## src/rtl/fu_busy_pkg.sv

```systemverilog
package fu_busy_pkg;

  typedef enum logic [2:0] {
    FU_ALU = 3'd0,
    FU_MUL = 3'd1,
    FU_BRU = 3'd2,
    FU_LDU = 3'd3,
    FU_STU = 3'd4
  } fu_kind_e;

  // Busy flags of every unit plus the multiply hold request.
  typedef struct packed {
    logic alu;
    logic alu2;
    logic mul;
    logic bru;
    logic ldu;
    logic stu;
    logic mul_pend;
  } busy_t;

  localparam busy_t BUSY_IDLE = '0;

endpackage

```

## src/rtl/fu_classify.sv

```systemverilog
module fu_classify
  import fu_busy_pkg::*;
(
  input  logic     br,
  input  logic     rj,
  input  logic     md,
  input  logic     ld,
  input  logic     st,
  output fu_kind_e kind
);
  // Priority encoder from class flags to a single unit.
  always_comb begin
    if (br || rj)  kind = FU_BRU;
    else if (md)   kind = FU_MUL;
    else if (ld)   kind = FU_LDU;
    else if (st)   kind = FU_STU;
    else           kind = FU_ALU;
  end
endmodule

```

## src/rtl/fu_issue_slot.sv

```systemverilog
module fu_issue_slot
  import fu_busy_pkg::*;
#(
  parameter bit HAS_ALU2 = 1'b1
) (
  input  busy_t    cur,
  input  fu_kind_e kind,
  input  logic     issue,
  output logic     ready,
  output busy_t    nxt
);
  logic alu2_free;

  assign alu2_free = HAS_ALU2 && !cur.alu2;

  always_comb begin
    unique case (kind)
      FU_ALU:  ready = alu2_free || !cur.alu;
      FU_MUL:  ready = !cur.mul;
      FU_BRU:  ready = !cur.bru;
      FU_LDU:  ready = !cur.ldu;
      FU_STU:  ready = !cur.stu;
      default: ready = 1'b0;
    endcase
  end

  // Occupancy applied only when the issue is accepted.
  always_comb begin
    nxt = cur;
    if (issue && ready) begin
      unique case (kind)
        FU_ALU: begin
          if (alu2_free) begin
            nxt.alu2 = 1'b1;
          end else begin
            nxt.alu = 1'b1;
            nxt.bru = 1'b1;
          end
        end
        FU_MUL: begin
          nxt.mul      = 1'b1;
          nxt.mul_pend = 1'b1;
        end
        FU_BRU: begin
          nxt.alu = 1'b1;
          nxt.bru = 1'b1;
          nxt.stu = 1'b1;
        end
        FU_LDU, FU_STU: begin
          nxt.ldu = 1'b1;
          nxt.stu = 1'b1;
        end
        default: nxt = cur;
      endcase
    end
  end
endmodule

```

## src/rtl/fu_step_rule.sv

```systemverilog
module fu_step_rule
  import fu_busy_pkg::*;
(
  input  busy_t cur,
  input  logic  step,
  output busy_t nxt
);
  always_comb begin
    nxt = cur;
    if (step) begin
      nxt.mul      = 1'b0;
      nxt.ldu      = 1'b0;
      nxt.stu      = 1'b0;
      nxt.alu2     = 1'b0;
      nxt.alu      = cur.mul_pend;
      nxt.bru      = cur.mul_pend;
      nxt.mul_pend = 1'b0;
    end
  end
endmodule

```

## src/rtl/fu_busy_tracker.sv

```systemverilog
module fu_busy_tracker
  import fu_busy_pkg::*;
#(
  parameter int ISSUE_W = 2
) (
  input  logic               clk,
  input  logic               rst,
  input  logic [ISSUE_W-1:0] is_branch,
  input  logic [ISSUE_W-1:0] is_regjump,
  input  logic [ISSUE_W-1:0] is_muldiv,
  input  logic [ISSUE_W-1:0] is_load,
  input  logic [ISSUE_W-1:0] is_store,
  input  logic [ISSUE_W-1:0] issue,
  input  logic               step,
  output logic [ISSUE_W-1:0] ready,
  output logic               issue_err
);
  localparam bit HAS_ALU2 = (ISSUE_W > 1);

  busy_t busy_q;
  busy_t busy_d;
  busy_t chain [ISSUE_W+1];

  assign chain[0] = busy_q;

  for (genvar s = 0; s < ISSUE_W; s++) begin : g_slot
    fu_kind_e kind;

    fu_classify u_cls (
      .br   (is_branch[s]),
      .rj   (is_regjump[s]),
      .md   (is_muldiv[s]),
      .ld   (is_load[s]),
      .st   (is_store[s]),
      .kind (kind)
    );

    fu_issue_slot #(.HAS_ALU2(HAS_ALU2)) u_slot (
      .cur   (chain[s]),
      .kind  (kind),
      .issue (issue[s]),
      .ready (ready[s]),
      .nxt   (chain[s+1])
    );
  end

  fu_step_rule u_step (
    .cur  (chain[ISSUE_W]),
    .step (step),
    .nxt  (busy_d)
  );

  always_ff @(posedge clk) begin
    if (rst) begin
      busy_q    <= BUSY_IDLE;
      issue_err <= 1'b0;
    end else begin
      busy_q    <= busy_d;
      issue_err <= |(issue & ~ready);
    end
  end
endmodule

```

## config.mk

```make
export PLATFORM = sky130hd
export DESIGN_NAME = fu_busy_tracker
export DESIGN_NICKNAME = d
export VERILOG_FILES = /design/src/rtl/fu_busy_pkg.sv /design/src/rtl/fu_classify.sv /design/src/rtl/fu_issue_slot.sv /design/src/rtl/fu_step_rule.sv /design/src/rtl/fu_busy_tracker.sv
export SDC_FILE = /design/constraint.sdc
export NUM_CORES = 1
export LEC_CHECK = 0
export BUFFER_PORTS_ARGS = -buffer_cell sky130_fd_sc_hd__buf_2
export CORE_AREA = 3 3 43 45
export CTS_CLUSTER_SIZE = 14
export DETAILED_ROUTE_END_ITERATION = 12
export DIE_AREA = 0 0 46 48
export PLACE_DENSITY = 0.66
export SLEW_MARGIN = 20
export SYNTH_ARGS = -nofsm -noshare
export SYNTH_HDL_FRONTEND = slang
export SYNTH_SLANG_ARGS = --single-unit
```

## constraint.sdc

```tcl
create_clock -name clk -period 2.1 [get_ports clk]
set_clock_uncertainty 0.15 [all_clocks]
set_input_delay 0 -clock clk [delete_from_list [all_inputs] [get_ports clk]]
set_output_delay 0 -clock clk [all_outputs]
set_load 0.01 [all_outputs]
```

# After elaboration in Yosys (flattened, before gate mapping)
# Index checks and enable logic that the tools add are counted.
dict set report totals {
  ff_bits 8
  latchBits 0
  ram_bits 0
  mem_bits_ro 0
  inputBits 15
  word_cells 75
  memories 0
}
dict set report classes {
  n_addsub 0
  mul 0
  div 0
  n_lt_le_gt_ge 0
  eq_ne 8
  shifts 0
  mux 31
  bitwise_logic 2
  reduce_logical 26
}
# op count
set op_table {}
lappend op_table {{2-to-1 mux 3 bit} 8}
lappend op_table {{2-to-1 mux 7 bit} 3}
lappend op_table {{2-to-1 mux 1 bit} 14}
lappend op_table {{equality test 3 x 2 -> 1 bit, second input constant} 4}
lappend op_table {{zero test 1 bit} 12}
lappend op_table {{case mux 1 bit (5 select lines)} 2}
lappend op_table {{case mux 1 bit (2 select lines)} 4}
lappend op_table {{OR reduction 2 bit} 4}
lappend op_table {{equality test 3 x 1 -> 1 bit, second input constant} 2}
lappend op_table {{equality test 3 bit, second input constant} 2}
lappend op_table {{zero test 3 bit} 2}
lappend op_table {{OR reduction 3 bit} 2}
lappend op_table {{logical OR 1 bit} 4}
lappend op_table {{AND 2 bit} 1}
lappend op_table {{logical AND 1 bit} 2}
lappend op_table {{inverter 2 bit} 1}

# Longest topological paths before layout
# Gate-level depths: netlist of the first run.
dict set report depth {
  depth_word 14
  mapped_depth 7
  ltp_nobuf 7
}

# Hierarchy
# From an unflattened synthesis of the first run, not the netlist that was laid out.
dict set report hier_totals {
  cells_unflattened 99
  hier_area_um2 765.7
}
# module instances cells_each area_per_inst_um2 seq_area_each_um2
set modules_own_cells {}
lappend modules_own_cells {fu_issue_slot 2 31 209.0 0.0}
lappend modules_own_cells {fu_busy_tracker 1 18 221.5 160.2}
lappend modules_own_cells {fu_step_rule 1 7 66.3 0.0}
lappend modules_own_cells {fu_classify 2 6 30.0 0.0}

# Worst setup path before layout of the first run
# Ideal clock, no wire load.
dict set report synth_path {
  kind {register to register}
  startpoint {register busy_q[4] (netlist bit)}
  endpoint {register busy_q[3] (netlist bit)}
  setup_time_ps 115
  arrival_time_ps 1734
  t_required_ps 1835
  setup_slack_ps 101
  path_stages_with_launch 8
  synth_period_minus_slack_ps 1999
  path_cell_list {dfxtp_1 > or4b_4 > o21ai_2 > a211oi_1 > nor4_4 > o211ai_4 > a31o_1 > o21a_1}
}
dict set report synth_via {
  elab_chain_len 10
}
# item line_no
set synth_lines {}
lappend synth_lines {{from (decl)} fu_busy_tracker.sv:20} ;# busy_t busy_q;
lappend synth_lines {{from (signal assigned)} fu_busy_tracker.sv:58} ;# busy_q <= busy_d;
lappend synth_lines {{zero test 1 bit} fu_issue_slot.sv:19} ;# FU_MUL: ready = !cur.mul;
lappend synth_lines {{case mux 1 bit (5 select lines)} fu_issue_slot.sv:17} ;# unique case (kind)
lappend synth_lines {{logical AND 1 bit} fu_issue_slot.sv:30} ;# if (issue && ready) begin
lappend synth_lines {{2-to-1 mux 7 bit *} fu_issue_slot.sv:30}
lappend synth_lines {{zero test 1 bit, on equally long branches} {fu_issue_slot.sv:14, fu_issue_slot.sv:18}}
lappend synth_lines {{logical OR 1 bit} fu_issue_slot.sv:18} ;# FU_ALU: ready = alu2_free || !cur.alu;
lappend synth_lines {{case mux 1 bit (5 select lines) *} fu_issue_slot.sv:17}
lappend synth_lines {{named net g_slot[1].u_slot.ready} fu_issue_slot.sv:9} ;# output logic ready,
lappend synth_lines {{logical AND 1 bit *} fu_issue_slot.sv:30}
lappend synth_lines {{2-to-1 mux 7 bit *} fu_issue_slot.sv:30}
lappend synth_lines {{2-to-1 mux 7 bit *} fu_step_rule.sv:10} ;# if (step) begin
# Mark *: on every way through the listed nets, which the timed path passes. The rest lies on a longest branch.
# A chain may end at the register's enable or synchronous reset.

# Final worst setup path of the first run
dict set report layout_path {
  startpoint {register busy_q[5] (netlist bit)}
  endpoint {output port ready[1]}
}
dict set report layout_via {
  elab_chain_len 8
}
# item line_no
set layout_lines {}
lappend layout_lines {{zero test 1 bit} fu_issue_slot.sv:14} ;# assign alu2_free = HAS_ALU2 && !cur.alu2;
lappend layout_lines {{logical OR 1 bit} fu_issue_slot.sv:18}
lappend layout_lines {{case mux 1 bit (5 select lines)} fu_issue_slot.sv:17}
lappend layout_lines {{logical AND 1 bit} fu_issue_slot.sv:30}
lappend layout_lines {{2-to-1 mux 7 bit *} fu_issue_slot.sv:30}
lappend layout_lines {{zero test 1 bit, on equally long branches} {fu_issue_slot.sv:14, fu_issue_slot.sv:18}}
lappend layout_lines {{logical OR 1 bit} fu_issue_slot.sv:18}
lappend layout_lines {{case mux 1 bit (5 select lines) *} fu_issue_slot.sv:17}
lappend layout_lines {{to (decl)} fu_busy_tracker.sv:15} ;# output logic [ISSUE_W-1:0] ready,
# Every way passes the cells marked *; elsewhere a longest branch is shown, timed or not.

==> out/metrics.yaml, run 1 <==
status:
  outcome: "completed"
setup_path:
  startpoint_type: "register"
  r2r_start: "busy_q[5]"
  cp_data_arrival_time_ns: 1.93
  cp-end-kind: "output pin"
  required_ns: 1.95
  worstSetupStartpoint: "busy_q[5]"
  critical_path.max_fanout: 7
  critPathKind: "register to output pin"
min_path:
  hold_class: "primary input to register"
  hp-start: "is_load[0]"
placement:
  port_buffers: 17
  hpwl_um: 1470
  placed_cells: 114
  place.gp.congestion: 0.853
cells_and_area:
  fin_cells: 123
  layout-drive-gt1-share: 0.439
  syn2layout_area_growth_pct: 36.5
  n_antenna_cell: 0
  final_nets: 124
floorplan:
  placementRows: 14
  ios: 18
  die_y_um: 48
  start_util: 0.425
  core_area_sq_mm: 0.00151
  die_x_um: 46
  dieArea_sq_mm: 0.00221
logic_synthesis:
  yosysWarnings: 0
  async_reset_ff_frac: 0
  yosysSeqAreaShare: 0.250
  synth_common_cells: "a21oi_1 (9), dfxtp_1 (8), nor2_1 (8)"
  synth_flop_cell: "dfxtp_1"
  synth_edf_count: 0
  synthCells: 79
  synth.area.top_cells: "dfxtp_1 (25%), a21oi_1 (7.0%), nor2_1 (4.7%)"
  avgSynthCellArea_sq_um: 8.11
  synth_top_area_frac: 0.250
  syn_area_sq_um: 641
  ys_types: 34
  syn-num-nets: 94
  synth_largest_area_cell: "dfxtp_1"
  ys_seq_elements: 8
  post-synth-top-count-cell: "a21oi_1"
cts:
  cts_max_level: 1
  clk-insertion-delay-late_ns: 0.25
  clock_path_buffers: 2
  cts_tree: "done"
  clock-sinks: 8
  cts_buffers: 3
  cts-root-buf: "clkbuf_4"
  clk_pin_slew_ns: 0.05
routing:
  vias: 736
  routed_wl_um: 1910
  antenna_left: 0
  detail_route.wl_per_cell_um: 15.5
  routed_via_density: 5.98
  firstDrtPassIters: 4
  drc: 0
  drtIter0Drc: 18
global_route:
  grt.total_usage: 0.206
  overflow: 0
  grt_pass1_wl_um: 3170
  grt_max_degree: 8
  antenna_found_initial: 0
  grt_pass1_vias: 737
flow_run:
  drv_cap: 0
sta:
  setup_tns_ns: 0
  finalCritPeriodShare: 0.990
  max_freq_mhz: 481
  drv_slew: 0
  worst_slew_pin_slew_ns: 0.468
  hold_viol: 0
  relSlewSlack: 0.686
  rsz0062_at_grt: "yes"
  finalSetupViolCount: 0
  hold-worst-slack_ns: 0.0487
  finalCriticalPeriod_ns: 2.08
power:
  power_uw: 427
  leakage_uw: 0.000343
  vdd_drop_max_uv: 387
  p_per_area_mw_per_mm2: 489
path summary, 6_finish.rpt:
kind,endpoint,cells after the start,slack [ns]
worst min-delay path,busy_q[2],4,0.05
worst min register to register,busy_q[0],2,0.36
worst max-delay path,ready[1],6,0.02
worst max register to register,busy_q[2],7,0.02
layout make-up:
class,count,area (sq um)
inverters,4,15.0
repair buffers,27,176
well taps,16,20.0
flip-flops and latches,8,169
multi-input cells,65,472
fillers,164,632
clock buffers,3,22.5
through the flow:
stage	instance area (sq um)	setup slack, ns	utilization
global placement	761	0.00769	0.505
CTS	868	-0.00155	0.576
finish	875	0.0210	0.581
detailed placement	761	-0.00855	0.505
global route	875	-0.0359	0.581
floorplan	641	0.101	-
placed cells by master, fill, tap and decap left out, drive strengths merged, types with 2 or more instances in the layout:
cell type,count
a311oi,2
clkbuf,3
a21oi,9
dlygate4sd3,4
nand3,3
nor2,9
nand3b,2
o21ai,3
o21a,4
nor3,3
buf,23
dfxtp,8
inv,4
nand2,4
a21o,3
or2,3
a31oi,3
a31o,3
worst max-delay path, stage by stage (launching register included):
cell      delay, ns
dfxtp_4        0.37
nand3b_1       0.10
a22o_2         0.25
a21o_4         0.25
a311o_2        0.42
o211ai_4       0.14
buf_6          0.15
routing by layer:
layer / GRT usage / wire, um / vias to the layer above
li1: - / - / 361
met1: 0.230 / 790 / 345
met2: 0.387 / 988 / 26
met3: 0.0376 / 107 / 4
met4: 0.0682 / 21 / 0
met5: 0 / 0 / -
where the power goes:
part           internal, uW  switching [uW]
Clock                  65.2            49.2
Combinational          71.4            74.5
Sequential              159            7.83
Total                   296             132
cell families after synthesis:
| family | Yosys count | share of synthesized area |
|---|---|---|
| AND/OR/NAND/NOR | 31 | 0.291 |
| buffers and inverters | 6 | 0.0469 |
| flip-flops | 8 | 0.250 |
| AO/OA/AOI/OAI | 34 | 0.412 |
registers in the layout (all words and copies together), names as in the netlist:
| signal | count |
|---|---|
| busy_q | 7 |
| issue_err | 1 |
timing repair:
action                                  4_1_cts  5_1_grt
resized for setup                             6        3
hold buffers                                  4        0
endpoints found under the setup margin        4        5
setup buffers                                 2        0
endpoints found under the hold margin         6        0
pin swaps                                     0        3
No activity file was read; power rests on OpenSTA's default activity.
==> run 2, diff against run 1 <==
- ABC_AREA: unset -> 1
- CORE_AREA: 3 3 43 45 -> 3 3 44 46
- DIE_AREA: 0 0 46 48 -> 0 0 47 49
- PLACE_DENSITY: 0.66 -> 0.69
==> out/metrics.yaml, run 2 <==
placement:
  pre_cts_ws_ns: 0.309
  port_buffers: 17
  hpwl_um: 1190
  place.gp.congestion: 0.776
  placed_cells: 134
  post_dp_cell_area_sq_um: 798
logic_synthesis:
  synth_largest_area_cell: "dfxtp_1"
  syn_area_sq_um: 722
  synth_common_cells: "inv_1 (19), nand2_1 (16)"
  yosysWarnings: 0
  syn-num-nets: 119
  synthCells: 104
  yosysSeqAreaShare: 0.222
  async_reset_ff_frac: 0
  synth_top_area_frac: 0.222
  ys_types: 26
  avgSynthCellArea_sq_um: 6.94
  post-synth-top-count-cell: "inv_1"
  synth_edf_count: 0
  ys_seq_elements: 8
  synth_flop_cell: "dfxtp_1"
  synth.area.top_cells: "dfxtp_1 (22%), inv_1 (9.9%), nand2_1 (8.3%)"
power:
  p_sw_uw: 136
  power_frac_seq: 0.391
  p_int_uw: 282
  leakage_uw: 0.000410
  vdd_drop_max_uv: 242
  clkPwrFrac: 0.274
  p_sw_frac: 0.325
  power_frac_comb: 0.335
  p_per_area_mw_per_mm2: 480
sta:
  setup_tns_ns: 0
  hold_viol: 0
  relSlewSlack: 0.716
  rsz0062_at_grt: "no"
  finalCritPeriodShare: 0.849
  finalCriticalPeriod_ns: 1.78
  finalSetupViolCount: 0
  finalWorstSetupSlack_ns: 0.318
  drv_slew: 0
  worst_slew_pin_slew_ns: 0.422
  max_freq_mhz: 561
cells_and_area:
  layout_commonest_cell: "inv_1"
  layout-drive-gt1-share: 0.381
  final_nets: 143
  regMostFlops: "busy_q"
  mostFrequentLayoutCells: "inv_1 (19), buf_2 (17), nand2_1 (16)"
  syn2layout_area_growth_pct: 20.6
  top_regs: "busy_q x7, issue_err x1"
  fin_cells: 142
  n_antenna_cell: 0
  fin_area_sq_um: 871
  largest_reg_flops: 7
  fin_util: 0.565
global_route:
  overflow: 0
  grt_pass1_wl_um: 2640
  antenna_found_initial: 0
  grt.total_usage: 0.158
  grt_max_degree: 9
  grt_pass1_vias: 663
setup_path:
  required_ns: 1.95
  cp_data_arrival_time_ns: 1.63
  startpoint_type: "register"
  critical_path.max_fanout: 7
  cp-end-kind: "output pin"
  critPathKind: "register to output pin"
routing:
  firstDrtPassIters: 4
  antenna_left: 0
  drc: 0
  routed_wl_um: 1510
  routed_via_density: 4.95
  vias: 703
  detail_route.wl_per_cell_um: 10.6
  drtIter0Drc: 13
cts:
  clock_path_buffers: 2
  post_cts_buffers: 0
  clock-sinks: 8
  cts-root-buf: "clkbuf_4"
  cts_buffers: 3
  cts_tree: "done"
  clk-insertion-delay-late_ns: 0.25
  clk_pin_slew_ns: 0.05
  cts_max_level: 1
floorplan:
  placementRows: 14
  ios: 18
  dieArea_sq_mm: 0.00230
  core_area_sq_mm: 0.00154
  die_x_um: 47
  start_util: 0.468
  die_y_um: 49
status:
  outcome: "completed"
flow_run:
  drv_cap: 0
min_path:
  hold_class: "primary input to register"
run 2: cell count changes in the layout (fill, tap and decap cells not counted), moves of 5 or more:
cell and delta:
buf_4 -6, nand2_2 +7, inv_1 +15, nand3_1 +5, nand2_1 +12
run 2: layout make-up:
type	count	area, sq um
sequential	8	160
tap	16	20.0
timing repair buffer	22	135
fill	151	671
inverter	20	75.1
multi-input combinational	73	458
clock buffer	3	22.5
run 2: repair_timing:
| item | 4_1_cts | 5_1_grt |
|---|---|---|
| hold buffers | 5 | 0 |
| hold endpoints to repair | 8 | 0 |
| resized for setup | 0 | 0 |
run 2: cells by family after synthesis:
group | Yosys count | synth area share
AO/OA/AOI/OAI | 16 | 0.144
flip-flops | 8 | 0.222
buffers and inverters | 23 | 0.144
AND/OR/NAND/NOR | 57 | 0.490
run 2: final timing paths:
check | slack [ns] | to | from | depth (start not counted)
min | 0.04 | busy_q[0] | is_muldiv[1] | 5
min reg2reg | 0.41 | busy_q[4] | busy_q[4] | 2
max reg2reg | 0.33 | busy_q[3] | busy_q[3] | 14
max | 0.32 | ready[1] | busy_q[3] | 11
run 2: through the flow:
stage | power, uW | hold slack, ns
after floorplan | 269 | -0.0876
after global placement | 297 | 0.0522
after detailed placement | 299 | 0.0496
after CTS | 419 | 0.0315
after global routing | 445 | 0.0720
final | 418 | 0.0380
run 2: worst max-delay path, stage by stage (launching register included):
cell	delay (ns)
dfxtp_1	0.30
inv_1	0.12
nand2_1	0.09
nand2_2	0.09
nor2_4	0.05
nand2_4	0.11
nand3_4	0.09
nand3_1	0.09
nand2_2	0.07
nor2_4	0.16
nand2_4	0.08
buf_2	0.14
run 2: metal layers:
layer  track usage  vias to the layer above  wire, um
li1              -                      372         -
met1         0.181                      298       662
met2         0.244                       26       712
met3        0.0221                        7        73
met4         0.129                        0        61
met5             0                        -         0
run 2: power by group through the flow:
stage / Sequential, uW / Combinational [uW] / Clock, uW
2_1_floorplan: 166 / 103 / 0
3_3_place_gp: 166 / 131 / 0
3_5_place_dp: 167 / 132 / 0
4_1_cts: 164 / 141 / 115
5_1_grt: 164 / 158 / 123
6_report: 163 / 140 / 114
==> run 3, diff against run 2 <==
- ABC_AREA: 1 -> 0
- CORE_AREA: 3 3 44 46 -> 3 3 43 45
- DIE_AREA: 0 0 47 49 -> 0 0 46 48
- PLACE_DENSITY: 0.69 -> 0.66
- clock period: 2.1 -> 1.57 ns (I/O delays scaled with it)
==> out/metrics.yaml, run 3 (same netlist as run 1, synthesis figures left out) <==
floorplan:
  core_area_sq_mm: 0.00151
  die_x_um: 46
  start_util: 0.425
  ios: 18
  placementRows: 14
  die_y_um: 48
  dieArea_sq_mm: 0.00221
power:
  leakage_uw: 0.000515
  clkPwrFrac: 0.229
  p_sw_uw: 218
  p_per_area_mw_per_mm2: 590
  p_int_uw: 476
  power_frac_seq: 0.318
  p_sw_frac: 0.314
  power_frac_comb: 0.453
  power_uw: 694
  vdd_drop_max_uv: 446
routing:
  detail_route.wl_per_cell_um: 16.4
  routed_wl_um: 2580
  drc: 0
  antenna_left: 0
  drtIter0Drc: 43
  vias: 927
  firstDrtPassIters: 4
  routed_via_density: 5.90
cells_and_area:
  fin_util: 0.782
  largest_reg_flops: 7
  fin_cells: 157
  syn2layout_area_growth_pct: 83.8
  regMostFlops: "busy_q"
  layout_commonest_cell: "buf_4"
  mostFrequentLayoutCells: "buf_4 (39), buf_2 (15), a21oi_1 (8), nor2_1 (8), dfxtp_1 (5)"
  top_regs: "busy_q x7, issue_err x1"
  n_antenna_cell: 0
  final_nets: 158
  layout-drive-gt1-share: 0.610
  fin_area_sq_mm: 0.00118
cts:
  cts_max_level: 1
  clk-insertion-delay-late_ns: 0.26
  clock_path_buffers: 2
  cts_tree: "done"
  cts-root-buf: "clkbuf_4"
  clk_pin_slew_ns: 0.05
  clock-sinks: 8
  cts_buffers: 3
placement:
  place.gp.congestion: 0.935
  hpwl_um: 1790
  post_dp_cell_area_sq_um: 992
  port_buffers: 17
  placed_cells: 143
min_path:
  hold_class: "primary input to register"
sta:
  finalSetupViolCount: 9
  hold-worst-slack_ns: 0.0452
  finalCritPeriodShare: 1.34
  worst_slew_pin_slew_ns: 0.488
  rsz0062_at_grt: "yes"
  hold_viol: 0
  relSlewSlack: 0.672
  max_freq_mhz: 476
  finalWorstSetupSlack_ns: -0.529
  finalCriticalPeriod_ns: 2.10
  drv_slew: 0
setup_path:
  cp-end-kind: "register"
  critPathKind: "register to register"
  critical_path.max_fanout: 5
  required_ns: 1.56
  startpoint_type: "register"
  critPathSlowestCell: "or4b_4"
  max_stage_delay_ns: 0.50
  path_cells: "or4b_4 > o21ai_4 > a21o_4 > a311o_2 > o211ai_4 > buf_6 > a21o_2 > o21a_1"
  cp_data_arrival_time_ns: 2.09
global_route:
  antenna_found_initial: 0
  grt_max_degree: 7
  grt.total_usage: 0.259
  grt_pass1_wl_um: 4000
  overflow: 0
  grt_pass1_vias: 925
flow_run:
  drv_cap: 0
status:
  violations: "setup timing"
  outcome: "complete, but fails checks"
-- run 3: changes by cell type in the layout (fill, tap and decap cells not counted), sizes merged, moves of 2 or more --
| cell | change |
|---|---|
| o21a | +4 |
| a311oi | +2 |
| nor2 | -5 |
| nor3 | +2 |
| inv | -16 |
| or2 | +2 |
| nand3 | -11 |
| buf | +41 |
| a31oi | +2 |
| dlygate4sd3 | -2 |
| a31o | +2 |
| a21o | +3 |
| nand2 | -22 |
-- run 3: worst max-delay path: cells and delay by family, from the launching register on --
kind            cells  cell delay, ns
buf+inv             1            0.15
compound gates      6            0.87
simple gates        1            0.50
flops               1            0.32
-- run 3: cell type report --
class	instances	area [sq um]
multi-input combinational	65	508
timing repair buffer	61	443
fill	107	329
sequential	8	169
clock buffer	3	22.5
tap	16	20.0
inverter	4	15.0
-- run 3: layer usage --
| layer | vias up | GRT usage | wire length [um] |
|---|---|---|---|
| met4 | 0 | 0.114 | 68 |
| met2 | 48 | 0.495 | 1350 |
| met3 | 12 | 0.0451 | 166 |
| li1 | 435 | - | - |
| met1 | 432 | 0.276 | 995 |
| met5 | - | 0 | 0 |
-- run 3: power by group through the flow --
stage                     registers, uW  clock network [uW]  logic (uW)
final                               221                 159         314
after floorplan                     226                   0         114
after detailed placement            227                   0         233
after global placement              226                   0         226
after CTS                           222                 161         261
after global routing                222                 171         332
-- run 3: per-stage QoR --
step	worst slack (ns)	TNS, ns
6_report	-0.529	-3.93
5_1_grt	-0.589	-4.47
4_1_cts	-0.502	-3.51
3_5_place_dp	-0.563	-3.76
3_3_place_gp	-0.466	-3.19
2_1_floorplan	-0.422	-2.11
-- run 3: path summary, 6_finish.rpt --
check / startpoint / endpoint / slack (ns) / cells after the start
setup / recovery: busy_q[4] / busy_q[6] / -0.53 / 8
hold / removal: is_branch[1] / busy_q[4] / 0.05 / 4
setup reg to reg: busy_q[4] / busy_q[6] / -0.53 / 8
hold reg to reg: busy_q[0] / busy_q[0] / 0.37 / 2
-- run 3: repair_timing --
item | in CTS | in global routing
hold buffers | 3 | 0
endpoints found under the setup margin | 9 | 9
buffers inserted | 5 | 3
resized for setup | 3 | 12
hold endpoints to repair | 6 | 0
pin swaps | 6 | 5
